==> src/rtl/phr_pkg.sv <==
package phr_pkg;

  typedef enum logic [1:0] {
    ST_IDLE,
    ST_TRAIN,
    ST_SCAN,
    ST_DONE
  } phrState_t;

  typedef struct packed {
    logic recordEn;   // pixels may capture hits this cycle
    logic bxClear;    // restart the crossing counter
    logic clearAll;   // wipe all memories and flags
  } ctlStrobes_t;

endpackage

==> src/rtl/phr_pixels.sv <==
module phr_pixels
  import phr_pkg::*;
#(
  parameter int NPIX  = 16,
  parameter int DEPTH = 4,
  parameter int TS_W  = 14,
  localparam int PIX_W = (NPIX > 1) ? $clog2(NPIX) : 1,
  localparam int ENT_W = (DEPTH > 1) ? $clog2(DEPTH) : 1,
  localparam int CNT_W = $clog2(DEPTH + 1)
) (
  input  logic              clk,
  input  logic              rst_n,
  input  ctlStrobes_t       ctl,
  input  logic [NPIX-1:0]   hitIn,
  input  logic              bxTick,
  input  logic [PIX_W-1:0]  selPix,
  input  logic [ENT_W-1:0]  selEntry,
  output logic [CNT_W-1:0]  selCount,
  output logic [TS_W-1:0]   selTime,
  output logic              selOvf
);

  logic [TS_W-1:0]  bxCount;
  logic [CNT_W-1:0] cnt    [NPIX];
  logic [NPIX-1:0]  ovf;
  logic [NPIX-1:0]  seen;
  logic [TS_W-1:0]  memArr [NPIX][DEPTH];
  logic [NPIX-1:0]  accept;

  // shared crossing counter
  always_ff @(posedge clk or negedge rst_n) begin
    if (!rst_n)                      bxCount <= '0;
    else if (ctl.bxClear)            bxCount <= '0;
    else if (ctl.recordEn && bxTick) bxCount <= bxCount + 1'b1;
  end

  always_comb begin
    for (int p = 0; p < NPIX; p++)
      accept[p] = ctl.recordEn && hitIn[p] && !seen[p];
  end

  // per-pixel occupancy, overflow and one-entry-per-crossing flag
  always_ff @(posedge clk or negedge rst_n) begin
    if (!rst_n) begin
      for (int p = 0; p < NPIX; p++) cnt[p] <= '0;
      ovf  <= '0;
      seen <= '0;
    end else if (ctl.clearAll) begin
      for (int p = 0; p < NPIX; p++) cnt[p] <= '0;
      ovf  <= '0;
      seen <= '0;
    end else if (ctl.recordEn) begin
      for (int p = 0; p < NPIX; p++) begin
        if (accept[p]) begin
          if (cnt[p] < CNT_W'(DEPTH)) cnt[p] <= cnt[p] + 1'b1;
          else                        ovf[p] <= 1'b1;
        end
        seen[p] <= bxTick ? 1'b0 : (seen[p] | hitIn[p]);
      end
    end
  end

  // timestamp storage, no reset needed
  always_ff @(posedge clk) begin
    for (int p = 0; p < NPIX; p++) begin
      for (int e = 0; e < DEPTH; e++) begin
        if (accept[p] && cnt[p] == CNT_W'(e)) memArr[p][e] <= bxCount;
      end
    end
  end

  assign selCount = cnt[selPix];
  assign selTime  = memArr[selPix][selEntry];
  assign selOvf   = ovf[selPix];

  // ---------------- assertions ----------------
  logic [NPIX*CNT_W-1:0] cntFlat;
  always_comb begin
    for (int p = 0; p < NPIX; p++) cntFlat[p*CNT_W +: CNT_W] = cnt[p];
  end

  // occupancy cannot move while recording is closed
  p_frozen_r2: assert property (@(posedge clk) disable iff (!rst_n)
    (!ctl.recordEn && !ctl.clearAll) |=> ($stable(cntFlat) && $stable(ovf)));

  // clearing empties everything
  p_cleared_r9: assert property (@(posedge clk) disable iff (!rst_n)
    ctl.clearAll |=> (cntFlat == '0 && ovf == '0));

  generate
    for (genvar g = 0; g < NPIX; g++) begin : g_pixChk
      // never more than DEPTH entries
      p_cnt_bound_r4: assert property (@(posedge clk) disable iff (!rst_n)
        cnt[g] <= CNT_W'(DEPTH));
      // overflow only when full, and sticky until cleared
      p_ovf_full_r5: assert property (@(posedge clk) disable iff (!rst_n)
        ovf[g] |-> (cnt[g] == CNT_W'(DEPTH)));
      p_ovf_sticky_r5: assert property (@(posedge clk) disable iff (!rst_n)
        (ovf[g] && !ctl.clearAll) |=> ovf[g]);
    end
  endgenerate

endmodule

==> src/rtl/phr_ctrl.sv <==
module phr_ctrl
  import phr_pkg::*;
#(
  parameter int COLS  = 4,
  parameter int ROWS  = 4,
  parameter int DEPTH = 4,
  localparam int NPIX  = COLS * ROWS,
  localparam int PIX_W = (NPIX > 1) ? $clog2(NPIX) : 1,
  localparam int X_W   = (COLS > 1) ? $clog2(COLS) : 1,
  localparam int Y_W   = (ROWS > 1) ? $clog2(ROWS) : 1,
  localparam int ENT_W = (DEPTH > 1) ? $clog2(DEPTH) : 1,
  localparam int CNT_W = $clog2(DEPTH + 1)
) (
  input  logic              clk,
  input  logic              rst_n,
  input  logic              trainActive,
  input  logic              outReady,
  input  logic [CNT_W-1:0]  selCount,
  output ctlStrobes_t       ctl,
  output logic [PIX_W-1:0]  selPix,
  output logic [ENT_W-1:0]  selEntry,
  output logic              outValid,
  output logic [X_W-1:0]    outX,
  output logic [Y_W-1:0]    outY,
  output logic              scanDone
);

  phrState_t        state;
  logic [X_W-1:0]   xCnt;
  logic [Y_W-1:0]   yCnt;
  logic [ENT_W-1:0] eCnt;
  logic             inScan, lastEntry, pixDone, lastPix, lastCol;

  always_comb begin
    inScan    = (state == ST_SCAN);
    outValid  = inScan && (selCount != '0);
    lastEntry = ((CNT_W'(eCnt) + CNT_W'(1)) == selCount);
    pixDone   = inScan && ((selCount == '0) || (outReady && lastEntry));
    lastCol   = (xCnt == X_W'(COLS - 1));
    lastPix   = lastCol && (yCnt == Y_W'(ROWS - 1));
    ctl.recordEn = (state == ST_TRAIN) && trainActive;
    ctl.bxClear  = (state == ST_IDLE) && trainActive;
    ctl.clearAll = (state == ST_DONE);
    scanDone     = (state == ST_DONE);
  end

  assign selPix   = PIX_W'(int'(yCnt) * COLS + int'(xCnt));
  assign selEntry = eCnt;
  assign outX     = xCnt;
  assign outY     = yCnt;

  always_ff @(posedge clk or negedge rst_n) begin
    if (!rst_n) begin
      state <= ST_IDLE;
      xCnt  <= '0;
      yCnt  <= '0;
      eCnt  <= '0;
    end else begin
      case (state)
        ST_IDLE:  if (trainActive) state <= ST_TRAIN;
        ST_TRAIN: if (!trainActive) begin
                    state <= ST_SCAN;
                    xCnt  <= '0;
                    yCnt  <= '0;
                    eCnt  <= '0;
                  end
        ST_SCAN:  if (pixDone) begin
                    eCnt <= '0;
                    if (lastPix) state <= ST_DONE;
                    else if (lastCol) begin
                      xCnt <= '0;
                      yCnt <= yCnt + 1'b1;
                    end else xCnt <= xCnt + 1'b1;
                  end else if (outValid && outReady) begin
                    eCnt <= eCnt + 1'b1;
                  end
        default:  state <= ST_IDLE;
      endcase
    end
  end

  // ---------------- assertions ----------------
  // stalled record holds
  p_stall_hold_r8: assert property (@(posedge clk) disable iff (!rst_n)
    (outValid && !outReady) |=> (outValid && $stable(outX) && $stable(outY)
                                 && $stable(selEntry)));

  // done is a single-cycle pulse
  p_done_pulse_r9: assert property (@(posedge clk) disable iff (!rst_n)
    scanDone |=> !scanDone);

  // no output while the window records
  p_no_out_in_train_r2: assert property (@(posedge clk) disable iff (!rst_n)
    ctl.recordEn |-> !outValid);

  // a record is only presented for a pixel that holds entries
  p_valid_has_entry_r7: assert property (@(posedge clk) disable iff (!rst_n)
    outValid |-> (CNT_W'(selEntry) < selCount));

endmodule

==> src/rtl/pixel_hit_recorder.sv <==
module pixel_hit_recorder
  import phr_pkg::*;
#(
  parameter int COLS  = 4,
  parameter int ROWS  = 4,
  parameter int DEPTH = 4,
  parameter int TS_W  = 14,
  localparam int NPIX  = COLS * ROWS,
  localparam int PIX_W = (NPIX > 1) ? $clog2(NPIX) : 1,
  localparam int X_W   = (COLS > 1) ? $clog2(COLS) : 1,
  localparam int Y_W   = (ROWS > 1) ? $clog2(ROWS) : 1,
  localparam int ENT_W = (DEPTH > 1) ? $clog2(DEPTH) : 1,
  localparam int CNT_W = $clog2(DEPTH + 1)
) (
  input  logic             clk,
  input  logic             rst_n,
  input  logic [NPIX-1:0]  hitIn,
  input  logic             trainActive,
  input  logic             bxTick,
  input  logic             outReady,
  output logic             outValid,
  output logic [X_W-1:0]   outX,
  output logic [Y_W-1:0]   outY,
  output logic [TS_W-1:0]  outTime,
  output logic             outOvf,
  output logic             scanDone
);

  ctlStrobes_t      ctl;
  logic [PIX_W-1:0] selPix;
  logic [ENT_W-1:0] selEntry;
  logic [CNT_W-1:0] selCount;

  phr_ctrl #(.COLS(COLS), .ROWS(ROWS), .DEPTH(DEPTH)) u_ctrl (
    .clk         (clk),
    .rst_n       (rst_n),
    .trainActive (trainActive),
    .outReady    (outReady),
    .selCount    (selCount),
    .ctl         (ctl),
    .selPix      (selPix),
    .selEntry    (selEntry),
    .outValid    (outValid),
    .outX        (outX),
    .outY        (outY),
    .scanDone    (scanDone)
  );

  phr_pixels #(.NPIX(NPIX), .DEPTH(DEPTH), .TS_W(TS_W)) u_pix (
    .clk      (clk),
    .rst_n    (rst_n),
    .ctl      (ctl),
    .hitIn    (hitIn),
    .bxTick   (bxTick),
    .selPix   (selPix),
    .selEntry (selEntry),
    .selCount (selCount),
    .selTime  (outTime),
    .selOvf   (outOvf)
  );

endmodule

==> config.mk <==
export PLATFORM = sky130hd
export DESIGN_NAME = pixel_hit_recorder
export DESIGN_NICKNAME = d
export VERILOG_FILES = /design/src/rtl/phr_pkg.sv /design/src/rtl/phr_pixels.sv /design/src/rtl/phr_ctrl.sv /design/src/rtl/pixel_hit_recorder.sv
export SDC_FILE = /design/constraint.sdc
export NUM_CORES = 1
export LEC_CHECK = 0
export CAP_MARGIN = 30
export CORE_ASPECT_RATIO = 0.75
export CORE_MARGIN = 2
export CORE_UTILIZATION = 59
export CTS_CLUSTER_SIZE = 24
export DETAILED_ROUTE_END_ITERATION = 8
export GPL_ROUTABILITY_DRIVEN = 1
export PLACE_DENSITY = 0.85
export REMOVE_ABC_BUFFERS = 1
export SLEW_MARGIN = 20
export SYNTH_ARGS = -nofsm -noshare
export SYNTH_HDL_FRONTEND = slang
export SYNTH_SLANG_ARGS = --single-unit
==> constraint.sdc <==
create_clock -name clk -period 4.6 [get_ports clk]
set_input_delay 1.15 -clock clk [delete_from_list [all_inputs] [get_ports clk]]
set_output_delay 1.15 -clock clk [all_outputs]
set_load 0.01 [all_outputs]
==> out/results.tsv <==
stage	metric	value	unit
critical_path	worst reg2reg startpoint	u_ctrl.outX[0]	
finish	Util after Layout	0.684	
run_status	failing checks	negative setup slack	
grt	vias in the first global route	22300	
yosys	ys async rst share	0.102	
finish	Net count, final	2298	
critical_path	CP top delay family	multiplexers	
critical_path	CP Max Fanout	6	
sta	Achievable Freq	212	MHz
yosys	Synth Flop Type	edfxtp_1	
placement	placed insts	2942	
placement	final HPWL from detailed placement	65100	um
grt	Total GRT Usage	0.340	
critical_path	critical path data required time	3450	ps
critical_path	CP bufs+invs	5	
sta	Tcrit/Tclk final	1.02	
drt	Vias/cell	7.15	
yosys	Post-synth EDFFs	896	
floorplan	Starting Density	0.595	
yosys	YS warnings	0	
placement	GP Congestion	0.856	
drt	Vias	22500	
yosys	Seq/Total Area, Yosys	0.725	
finish	design area	46800	um^2
power	static leakage power	15.3	nW
clocking	worst-skew pair later-pin latency	680	ps
sta	worst-margin pin slew	1040	ps
placement	Post-Place Cell Area	43000	um^2
critical_path	CP peak stage delay	570	ps
drt	DRT iter0 DRCs	3840	
grt	GRT met3 Usage	0.0946	
critical_path	CP Class	reg2out	
drt	WL final	119000	um
clocking	clock root buffer	clkbuf_16	
critical_path	critical path's slowest cell	mux4_2	
critical_path	R2R cell count	9	
power	Pwr Density	491	nW/um^2
yosys	syn avg cell area	20.5	um^2
yosys	Synth cell types	50	
finish	fillers	4013	
yosys	Synth top cells by count	edfxtp_1 (896), mux4_2 (299), nor2_1 (147)	
finish	fraction of layout cells with a size suffix above 1	0.284	
grt	met2 Usage GRT	0.552	
drt	Detailed Routing Iterations Pass 1	5	
floorplan	Top Ports	42	
drt	post-route ant nets	0	
critical_path	CP Capture Type	output pin	
floorplan	die height	231	um
grt	global-route met1 utilization	0.439	
floorplan	Die ar.	71000	um^2
yosys	dominant cells by area after synthesis	edfxtp_1 (66%), mux4_2 (17%), dfrtp_1 (6.3%), ha_1 (2.7%), nor2_1 (1.4%)	
critical_path	crit path DAT	3560	ps
critical_path	Critical Path Start Type	register	
worst_hold_path	min-delay worst type	in2async	
grt	initial antenna violation count	6	
drt	DR WL/cell	37.9	um
sta	unrepaired setup endpoints after global routing	true	
sta	fin crit period	4710	ps
power	peak supply drop	492	uV
clocking	Clock Sinks	998	
placement	I/O Buffers	41	
yosys	Cells after Synth	1981	
yosys	mapped cell area	40600	um^2
sta	setup_tns	-1080	ps
critical_path	most frequent CP cell	mux4_2	
sta	worst hold margin	478	ps
sta	max-slew violations	0	
sta	Slew HR	0.303	
clocking	Reg clk slew, reported paths	70	ps
clocking	CTS buffer count	89	
clocking	CTS Buffer Depth	3	
yosys	area leader, netlist	edfxtp_1	
floorplan	die width	307	um
critical_path	reg2reg end	u_ctrl.state[1]	
run	max cap viols	0	
run_status	status	complete, but fails checks	
yosys	Synth top area share	0.662	
critical_path	CP Cell Sequence	buf_4 -> buf_12 -> buf_16 -> buf_12 -> mux4_2 -> mux4_2 -> mux4_2 -> buf_6	
finish	Cell Count, Final, Fillers Out	3152	
grt	GR Overflow Total	0	
yosys	Yosys reg bits	998	
clocking	CTS H-tree lvls	3	
sta	worst setup margin	-112	ps
clocking	CTS tree	yes	
sta	final-report hold violation count	0	
clocking	Hold Buf Count CTS	0	
critical_path	flop-to-flop setup slack	1440	ps
grt	GRT busiest layer	met2	
drt	post-route DRC violation count	0	
sta	Clock Skews	43.0	ps
floorplan	Core Box Area	68300	um^2
yosys	most common cell in the synthesized netlist	edfxtp_1	
sta	final setup vio count	14	
power	Tot Pwr	23.0	mW
grt	largest net degree at the start of global routing	68	
grt	first-pass GRT wire length	166000	um
finish	Area Growth Syn to Fin	15.0	%
floorplan	row count	83	
placement	worst slack, placed	169	ps
power by group:
group	internal (mW)	switching [mW]
Combinational	2.33	2.46
Clock	4.14	3.45
Sequential	10.3	0.350
Total	16.7	6.27
repair_timing:
action / CTS / global route
gates resized for setup: 99 / 17
setup endpoints to repair: 15 / 14
buffers inserted: 32 / 9
gates cloned: 9 / 2
registers in the layout, indices dropped and copies added (netlist names):
name,flops
u_ctrl.outX,2
u_pix.seen,16
u_ctrl.selEntry,2
u_ctrl.state,2
u_pix.memArr,896
u_ctrl.outY,2
u_pix.cnt,48
u_pix.bxCount,14
u_pix.ovf,16
how the worst max path moves through the flow:
stage,from,to,depth (start not counted)
floorplan,u_ctrl.outX[0],outValid,5
global placement,u_ctrl.outX[1],outTime[2],5
detailed placement,u_ctrl.outX[0],outTime[13],6
CTS,u_ctrl.outX[0],outTime[13],9
global route,u_ctrl.outX[0],outValid,9
finish,u_ctrl.outX[0],outTime[11],8
cell type report:
type | count | area [um^2] | share of cell area
Tap cell | 892 | 1120 | 0.0239
Clock buffer | 104 | 2320 | 0.0496
Sequential cell | 998 | 29500 | 0.631
Inverter | 60 | 225 | 0.00482
Multi-Input combinational cell | 835 | 10600 | 0.226
Timing Repair Buffer | 205 | 2490 | 0.0533
Antenna cell | 2 | 5.00 | 0.000107
Clock inverter | 56 | 556 | 0.0119
cell usage in the layout (no fill, tap or decap), types with 12 or more instances in the layout:
| cell type | count |
|---|---|
| a21oi_1 | 39 |
| buf_12 | 36 |
| mux4_2 | 299 |
| ha_1 | 87 |
| clkinv_1 | 17 |
| clkbuf_16 | 92 |
| and2_1 | 23 |
| dfrtp_1 | 84 |
| clkinv_2 | 18 |
| clkbuf_1 | 12 |
| nand3b_1 | 16 |
| buf_4 | 97 |
| buf_6 | 21 |
| nor3b_1 | 17 |
| mux2i_1 | 39 |
| inv_1 | 60 |
| and3_1 | 52 |
| clkdlybuf4s50_1 | 26 |
| nor2_1 | 146 |
| dfrtp_2 | 14 |
| nand2_1 | 13 |
| edfxtp_1 | 896 |
| xnor2_1 | 21 |
| buf_16 | 13 |
logic make-up after synthesis:
group                      after synthesis  share of synthesized area
xor gates and xnor gates                27                    0.00582
AOI/OAI and AO/OA                       77                     0.0122
muxes                                  341                      0.176
and+or+nand+nor                        302                     0.0376
buffers and inverters                  148                     0.0165
DFF                                    998                      0.725
adders and majority gates               88                     0.0271
layer usage:
metal	routed length (um)	up-vias
met5	48	-
met4	6490	6
met3	15500	412
met2	57500	2033
met1	39900	11600
li1	-	8464
No activity file was read; power rests on OpenSTA's default activity.
